--- src/rtl/fse_pkg.sv ---
package fse_pkg;
  localparam int SYN_W = 32;

  localparam logic [2:0] ST_OK      = 3'd0;
  localparam logic [2:0] ST_NOTFND  = 3'd1;
  localparam logic [2:0] ST_PROT    = 3'd2;
  localparam logic [2:0] ST_NOEXEC  = 3'd3;
  localparam logic [2:0] ST_DSTORE  = 3'd4;

  localparam logic [2:0] CL_FLOAT   = 3'd1;
  localparam logic [2:0] CL_RESV    = 3'd2;
  localparam logic [2:0] CL_EXTCTL  = 3'd4;

  typedef enum logic [2:0] {
    EX_NONE  = 3'd0,
    EX_ISTOR = 3'd1,
    EX_DSTOR = 3'd2,
    EX_ALIGN = 3'd3,
    EX_PROG  = 3'd4
  } exc_e;

  localparam logic [SYN_W-1:0] I_NOTFND   = 32'h4000_0000;
  localparam logic [SYN_W-1:0] I_PROT     = 32'h0800_0000;
  localparam logic [SYN_W-1:0] I_NOEXEC   = 32'h1000_0000;
  localparam logic [SYN_W-1:0] D_NOTFND   = 32'h4000_0000;
  localparam logic [SYN_W-1:0] D_PROT     = 32'h0800_0000;
  localparam logic [SYN_W-1:0] D_RESV     = 32'h0400_0000;
  localparam logic [SYN_W-1:0] D_EXTCTL   = 32'h0410_0000;
  localparam logic [SYN_W-1:0] STORE_FLAG = 32'h0200_0000;
  localparam logic [SYN_W-1:0] ALIGN_FP   = 32'h0000_0001;
  localparam logic [SYN_W-1:0] PROG_INVAL = 32'h0000_0020;

  typedef struct packed {
    exc_e             exc;
    logic [SYN_W-1:0] err;
    logic [SYN_W-1:0] dfsr;
    logic             ld_err;
    logic             ld_dfsr;
    logic             ld_addr;
  } enc_t;

  // Store variant of a data status word sets one extra flag bit.
  function automatic logic [SYN_W-1:0] data_word(logic [SYN_W-1:0] load_word, logic is_store);
    return load_word | (is_store ? STORE_FLAG : '0);
  endfunction

  function automatic enc_t fse_encode(logic [2:0] st, logic [1:0] kind, logic [2:0] cls);
    enc_t o;
    logic store;
    o = '{exc: EX_NONE, err: '0, dfsr: '0, ld_err: 1'b0, ld_dfsr: 1'b0, ld_addr: 1'b0};
    store = (kind == 2'b01);
    if (st != ST_OK) begin
      o.ld_err = 1'b1;
      if (kind[1]) begin
        o.exc = EX_ISTOR;
        case (st)
          ST_NOTFND:            o.err = I_NOTFND;
          ST_PROT:              o.err = I_PROT;
          ST_NOEXEC, ST_DSTORE: o.err = I_NOEXEC;
          default: begin
            o.exc = EX_PROG;
            o.err = PROG_INVAL;
          end
        endcase
      end else begin
        o.ld_addr = 1'b1;
        o.exc     = EX_PROG;
        o.err     = PROG_INVAL;
        if (st == ST_NOTFND || st == ST_PROT) begin
          o.exc     = EX_DSTOR;
          o.err     = '0;
          o.ld_dfsr = 1'b1;
          o.dfsr    = data_word((st == ST_NOTFND) ? D_NOTFND : D_PROT, store);
        end else if (st == ST_DSTORE) begin
          if (cls == CL_RESV || cls == CL_EXTCTL) begin
            o.exc     = EX_DSTOR;
            o.err     = '0;
            o.ld_dfsr = 1'b1;
            o.dfsr    = data_word((cls == CL_RESV) ? D_RESV : D_EXTCTL, store);
          end else if (cls == CL_FLOAT) begin
            o.exc = EX_ALIGN;
            o.err = ALIGN_FP;
          end
        end
      end
    end
    return o;
  endfunction
endpackage

--- src/rtl/fse_classify.sv ---
module fse_classify
  import fse_pkg::*;
(
  input  logic             vld,
  input  logic [2:0]       status,
  input  logic [1:0]       kind,
  input  logic [2:0]       cls,
  output exc_e             exc,
  output logic [SYN_W-1:0] err,
  output logic [SYN_W-1:0] dfsr,
  output logic             ld_err,
  output logic             ld_dfsr,
  output logic             ld_addr
);
  enc_t enc;

  always_comb begin
    enc     = fse_encode(status, kind, cls);
    exc     = enc.exc;
    err     = enc.err;
    dfsr    = enc.dfsr;
    ld_err  = vld & enc.ld_err;
    ld_dfsr = vld & enc.ld_dfsr;
    ld_addr = vld & enc.ld_addr;
  end
endmodule

--- src/rtl/fse_syndrome_regs.sv ---
module fse_syndrome_regs
  import fse_pkg::*;
#(
  parameter int ADDR_W = 32
) (
  input  logic              clk,
  input  logic              rst_n,
  input  logic              vld,
  input  exc_e              exc_in,
  input  logic [SYN_W-1:0]  err_in,
  input  logic [SYN_W-1:0]  dfsr_in,
  input  logic [ADDR_W-1:0] addr_in,
  input  logic              ld_err,
  input  logic              ld_dfsr,
  input  logic              ld_addr,
  output logic              done,
  output exc_e              exc_q,
  output logic [SYN_W-1:0]  err_q,
  output logic [SYN_W-1:0]  dfsr_q,
  output logic [ADDR_W-1:0] addr_q
);
  always_ff @(posedge clk) begin
    if (!rst_n) begin
      done   <= 1'b0;
      exc_q  <= EX_NONE;
      err_q  <= '0;
      dfsr_q <= '0;
      addr_q <= '0;
    end else begin
      done <= vld;
      if (vld)     exc_q  <= exc_in;
      if (ld_err)  err_q  <= err_in;
      if (ld_dfsr) dfsr_q <= dfsr_in;
      if (ld_addr) addr_q <= addr_in;
    end
  end
endmodule

--- src/rtl/fault_syndrome_enc.sv ---
module fault_syndrome_enc
  import fse_pkg::*;
#(
  parameter int ADDR_W = 32
) (
  input  logic              clk,
  input  logic              rst_n,
  input  logic              rslt_vld,
  input  logic [2:0]        rslt_status,
  input  logic [1:0]        rslt_kind,
  input  logic [2:0]        rslt_class,
  input  logic [ADDR_W-1:0] rslt_ea,
  output logic              syn_done,
  output logic [2:0]        syn_exc,
  output logic [31:0]       syn_err,
  output logic [31:0]       syn_status,
  output logic [ADDR_W-1:0] syn_addr
);
  exc_e             enc_exc;
  exc_e             exc_q;
  logic [SYN_W-1:0] enc_err;
  logic [SYN_W-1:0] enc_dfsr;
  logic             ld_err;
  logic             ld_dfsr;
  logic             ld_addr;

  fse_classify u_cls (
    .vld     (rslt_vld),
    .status  (rslt_status),
    .kind    (rslt_kind),
    .cls     (rslt_class),
    .exc     (enc_exc),
    .err     (enc_err),
    .dfsr    (enc_dfsr),
    .ld_err  (ld_err),
    .ld_dfsr (ld_dfsr),
    .ld_addr (ld_addr)
  );

  fse_syndrome_regs #(.ADDR_W(ADDR_W)) u_regs (
    .clk     (clk),
    .rst_n   (rst_n),
    .vld     (rslt_vld),
    .exc_in  (enc_exc),
    .err_in  (enc_err),
    .dfsr_in (enc_dfsr),
    .addr_in (rslt_ea),
    .ld_err  (ld_err),
    .ld_dfsr (ld_dfsr),
    .ld_addr (ld_addr),
    .done    (syn_done),
    .exc_q   (exc_q),
    .err_q   (syn_err),
    .dfsr_q  (syn_status),
    .addr_q  (syn_addr)
  );

  assign syn_exc = exc_q;
endmodule

--- config.mk ---
export PLATFORM = sky130hd
export DESIGN_NAME = fault_syndrome_enc
export DESIGN_NICKNAME = d
export VERILOG_FILES = /design/src/rtl/fse_pkg.sv /design/src/rtl/fse_classify.sv /design/src/rtl/fse_syndrome_regs.sv /design/src/rtl/fault_syndrome_enc.sv
export SDC_FILE = /design/constraint.sdc
export NUM_CORES = 1
export LEC_CHECK = 0
export ABC_CLOCK_PERIOD_IN_PS = 2450
export BUFFER_PORTS_ARGS = -buffer_cell sky130_fd_sc_hd__clkbuf_2
export CAP_MARGIN = 20
export CORE_ASPECT_RATIO = 1.25
export CORE_MARGIN = 2
export CORE_UTILIZATION = 42
export CTS_CLUSTER_DIAMETER = 30
export CTS_CLUSTER_SIZE = 8
export DETAILED_ROUTE_END_ITERATION = 16
export GPL_TIMING_DRIVEN = 0
export PLACE_DENSITY = 0.8
export REMOVE_ABC_BUFFERS = 1
export SLEW_MARGIN = 40
export SYNTH_ARGS = -nofsm -noshare
export SYNTH_HDL_FRONTEND = slang
export SYNTH_SLANG_ARGS = --single-unit
--- constraint.sdc ---
create_clock -name clk -period 2.45 [get_ports clk]
set_clock_uncertainty 0.15 [all_clocks]
set_input_delay 0.49 -clock clk [delete_from_list [all_inputs] [get_ports clk]]
set_output_delay 0.49 -clock clk [all_outputs]
set_load 0.02 [all_outputs]
### Word level (Yosys, flattened, before mapping)

Cells that the tools add are included.
W data, S select, Z words.

| storage, ports and cells | value |
|---|---|
| word-level logic and storage cells | 40 |
| input bits | 43 |
| register bits after elaboration | 100 |

| cells by class | value |
|---|---|
| bitwise gates (word level) | 5 |
| reductions and logical operators | 5 |
| muxes and demuxes | 17 |
| equal/unequal tests | 8 |

Operators with widths:

| operator | count |
|---|---|
| $mux W67 | 2 |
| $mux W35 | 3 |
| $pmux W31 S3 | 1 |
| $mux W70 | 1 |
| $mux W32 | 2 |
| $or A32 B32 Y32 | 2 |
| $mux W31 | 1 |
| $mux W26 | 1 |
| $mux W21 | 1 |
| $eq A3 B2 Y1 const B | 3 |
| $eq A3 B1 Y1 const B | 2 |
| $eq A3 B3 Y1 const B | 2 |
| $reduce_or A4 Y1 | 1 |
| $and A1 B1 Y1 | 3 |
| $mux W1 | 3 |
| $mux W3 | 1 |
| $reduce_bool A3 Y1 | 1 |
| $eq A2 B1 Y1 const B | 1 |
| $logic_or A1 B1 Y1 | 2 |
| $mux W2 | 1 |
| $reduce_or A2 Y1 | 1 |

### Logic depth before layout (Yosys ltp)

| logic depth | value |
|---|---|
| depth after elaboration | 9 |
| mapped depth | 7 |

### Modules after synthesis

Synthesis repeated with hierarchy kept, for this count alone.

| unflattened totals | value |
|---|---|
| cells, all modules | 418 |
| area, all modules | 4,550.6 um2 |

Modules (own cells, without submodules):

| module | area each (um2) | instances | cells an instance |
|---|---|---|---|
| fse_syndrome_regs | 3,877.5 | 1 | 322 |
| fse_classify | 673.1 | 1 | 96 |

### Worst setup path after synthesis

Ideal clock, no wire load.

| timing | value |
|---|---|
| path type | input-to-reg |
| from | input rslt_status[1] |
| to | register u_regs.dfsr_q[25] |
| data arrival time | 1.656 ns |
| required time | 2.228 ns |
| setup slack | 0.572 ns |
| cell stages on the path | 5 |
| setup time | 0.072 ns |
| cell sequence | buf_2 > or3b_4 > nor3_1 > o21a_1 > mux2i_1 |

| between the ends | value |
|---|---|
| cells in the longest elaborated chain, start to end | 6 |
| elaborated cells between the ends (all ways) | 13 |
| classes of those cells | eq/ne: 3; mux: 7; bitwise: 1; reduce/logical: 2 |

RTL lines:

| element | RTL line | text |
|---|---|---|
| from (decl) | fault_syndrome_enc.sv:9 | `input logic [2:0] rslt_status,` |
| $eq A3 B3 Y1 (tied with other cells) | fse_pkg.sv:74 | `end else if (st == ST_DSTORE) begin` |
| $mux W1 or $logic_or A1 B1 Y1 (tied branches) | fse_pkg.sv:74, fse_pkg.sv:69 |  |
| $mux W1 | fse_pkg.sv:69 | `if (st == ST_NOTFND \|\| st == ST_PROT) begin` |
| $mux W2 | fse_pkg.sv:54 | `if (kind[1]) begin` |
| $mux W70 (*) | fse_pkg.sv:52 | `if (st != ST_OK) begin` |
| $and A1 B1 Y1 | fse_classify.sv:23 | `ld_dfsr = vld & enc.ld_dfsr;` |
| to (signal assigned) | fse_syndrome_regs.sv:33 | `if (ld_dfsr) dfsr_q <= dfsr_in;` |
| to (decl) | fse_syndrome_regs.sv:19 | `output logic [SYN_W-1:0] dfsr_q,` |

Every way passes the cells marked *; elsewhere a longest branch is shown, timed or not.
A chain may end at the register's enable or synchronous reset.

### Worst setup path after layout

| timing | value |
|---|---|
| from | input rslt_status[2] |
| to | register u_regs.exc_q[1] |

| between the ends | value |
|---|---|
| cells in the longest elaborated chain, start to end | 5 |
| elaborated cells between the ends (all ways) | 9 |
| classes of those cells | eq/ne: 3; mux: 4; reduce/logical: 2 |

RTL lines:

| element | RTL line | text |
|---|---|---|
| $eq A3 B3 Y1 (tied with other cells) | fse_pkg.sv:74 |  |
| $mux W67 or $logic_or A1 B1 Y1 (tied branches) | fse_pkg.sv:74, fse_pkg.sv:69 |  |
| $mux W67 | fse_pkg.sv:69 |  |
| $mux W35 | fse_pkg.sv:54 |  |
| $mux W70 (*) | fse_pkg.sv:52 |  |
| to (signal assigned) | fse_syndrome_regs.sv:31 | `if (vld) exc_q <= exc_in;` |
| to (decl) | fse_syndrome_regs.sv:17 | `output exc_e exc_q,` |

Marked as above.

==> results.toml <==
[run_status]
outcome = "complete, no violations"

[synthesis]
synth_area_leaders = "dfxtp_1 42%, buf_4 18%, nand2_1 13%"
synth_cells = 276
synth_area_um2 = 2190
synth_cell_types = 34
synth_flop_cell = "dfxtp_1"
synth_top_area_share_pct = 42.0
ys.warnings.count = 0
yosys.area_share.xor_xnor_pct = 1.60
synth-compound-area-share_pct = 13.8
ys_seq_elements = 46
synthAdderAreaFrac_pct = 0
synth_top_cells_by_count = "77 x nand2_1, 54 x buf_4, 46 x dfxtp_1, 36 x a21oi_1, 7 x buf_2"
async_reset_ff_share_pct = 0
synth-edff-count = 0
yosysMostFrequentCell = "nand2_1"
synth.largest_area_cell = "dfxtp_1"
synth_simple_gate_area_share_pct = 19.2
ys_seq_area_share_pct = 42.0
synth_mux_area_share_pct = 0.913
syn_avg_cell_area_um2 = 7.95
synth_top_family_by_area = "buffers and inverters"

[timing]
timing.final.crit_share_pct = 83.7
clock.fmax_mhz = 488
slew_violations = 0
worst_slew_pin_slew_ns = 0.677
hold_viol_final = 0
setup_viol = 0
fin_ws_ns = 0.399
period_needed_ns = 2.05
rsz0062_at_grt = "false"
slew_headroom_pct = 54.8

[clock_network]
cts_buffers = 5
cts_resized = 0
postCtsSetupRepairBufs = 0
clk_latency_ns = 0.29
cts_tree = "built"
htree_num_levels = 2
clockRootBuffer = "clkbuf_8"
holdBufCountCts = 0
clock_sinks = 46
cts.clk_slew.worst_paths_ns = 0.09
cts_buffer_depth = 2

[global_routing]
grt_overflow = 0
grt_max_degree = 40
grt_first_pass_wirelength_um = 7030
grt_pass1_vias = 1569
grt_usage_pct = 15.6
antenna_found_initial = 0

[power]
p_int_mw = 1.26
power_switching_share_pct = 27.5
p_per_area_nw_per_um2 = 674
seq_power_share_pct = 45.5
p_leak_nw = 1.21
ir_worst_vdd_mv = 0.322
power.switching_mw = 0.478
power_frac_comb_pct = 16.3
p_clk_share_pct = 38.3

[routing]
drtIter0Drc = 75
antenna_left = 0
routed_wl_um = 4540
vias = 1860
vias_per_cell = 4.46
met1_length_um = 1790
dr.pass1.iters = 4
drt_drc_violations_left = 0
route.top_layer_used = "met4"
dr_wl_met3_um = 412
route.met2.wl_um = 2290
routedWlPerCell_um = 10.9

[setup_path]
end_kind = "flop"
cp_max_fo = 33
r2r_setup_slack_ns = 1.49
critPathLaunchType = "primary input"
arrival_ns = 2.09
reg2regPathDepth = 3
worstReg2RegStart = "u_regs.exc_q[0]"
crit_type = "primary input to flop"
r2r-end = "u_regs.exc_q[0]"
worstPathRequired_ns = 2.49

[floorplanning]
die_y_um = 84.8
core_area_um2 = 5040
start_util_pct = 43.5
chipWidth_um = 68.6
die_area_um2 = 5820
io_pins = 143
rows = 29

[final_layout]
num_antenna_cells = 0
drive_gt1_share_pct = 28.7
utilization_pct = 51.2
area_growth_pct = 17.8
nets = 397

[place]
gp_congestion = 0.810
place_hpwl_um = 3380
io_buffers = 88
dp_slack_ns = 0.101

[min_path]
min_to = "u_regs.addr_q[18]"
worstHoldStart = "rslt_ea[18]"
hold_class = "primary input to flop"
hold_path_depth = 3

[job]
drv_cap = 0
==> final cells by class <==
cell class / count / area, um2
timing repair buffer: 89 / 455
tap: 62 / 77.6
clock buffer: 5 / 68.8
multi-input combinational: 211 / 988
sequential: 46 / 921
fill: 504 / 2460
inverter: 1 / 3.75
clock inverter: 3 / 68.8
==> stage by stage <==
step | area [um2] | instances | hold WS (ns) | total power [mW] | setup TNS, ns
after floorplan | 1910 | 258 | 0.378 | 0.991 | -0.0530
after global placement | 2420 | 408 | 0.292 | 1.08 | -33.27
after detailed placement | 2450 | 409 | 0.296 | 1.09 | 0
after CTS | 2580 | 417 | 0.241 | 1.77 | 0
after global routing | 2580 | 417 | 0.253 | 1.82 | 0
final | 2580 | 417 | 0.256 | 1.74 | 0
==> cell families after synthesis <==
logic type	Yosys count
xor gates and xnor gates	4
muxes	2
and+or+nand+nor	99
AOI/OAI and AO/OA	52
buffers and inverters	72
other	1
DFF	46
==> metal layers <==
metal / vias to the layer above / GRT usage [%]
met5: - / 0
li1: 947 / -
met1: 817 / 17.5
met4: 0 / 4.55
met2: 91 / 28.0
met3: 5 / 4.02
==> worst max-delay path, stage by stage <==
cell and delay (ns):
clkbuf_2 0.19, o31ai_4 0.48, or2_2 0.60, a21oi_1 0.10
o21a_1 0.20
==> state kept, by name (all words and copies together) (netlist names) <==
signal         cells
u_regs.addr_q     32
u_regs.err_q       5
u_regs.exc_q       3
u_regs.done        1
u_regs.dfsr_q      5
==> worst max-delay path by stage <==
stage                    from                 to  slack [ns]
5_1_grt        rslt_status[2]   u_regs.addr_q[9]        0.26
3_3_place_gp   rslt_status[2]  u_regs.dfsr_q[20]       -1.03
3_5_place_dp   rslt_status[2]    u_regs.exc_q[1]        0.10
4_1_cts        rslt_status[2]    u_regs.exc_q[1]        0.41
6_report       rslt_status[2]    u_regs.exc_q[1]        0.40
2_1_floorplan  rslt_status[2]  u_regs.dfsr_q[25]       -0.03
==> power by group through the flow <==
stage               registers [mW]  logic, mW  clock network, mW
finish                       0.792      0.283              0.667
global route                 0.796      0.314              0.712
CTS                          0.793      0.284              0.693
detailed placement           0.810      0.284                  0
global placement             0.809      0.276                  0
floorplan                    0.847      0.144                  0
==> cell usage in the layout, fill, tap and decap left out, drive strengths merged, types with 2 or more instances in the layout <==
cell type / synthesis / layout
nor2b: 2 / 2
o21a: 3 / 3
a21oi: 36 / 36
xnor2: 2 / 2
mux2i: 2 / 2
dfxtp: 46 / 46
nor2: 5 / 5
bufinv: 0 / 2
o21ai: 5 / 5
xor2: 2 / 2
nand2: 77 / 77
conb: 1 / 54
a31oi: 3 / 3
o2111ai: 2 / 2
nand2b: 2 / 2
nand4: 2 / 2
nand3: 3 / 3
clkbuf: 7 / 93
(Power assumes the default switching activity.)
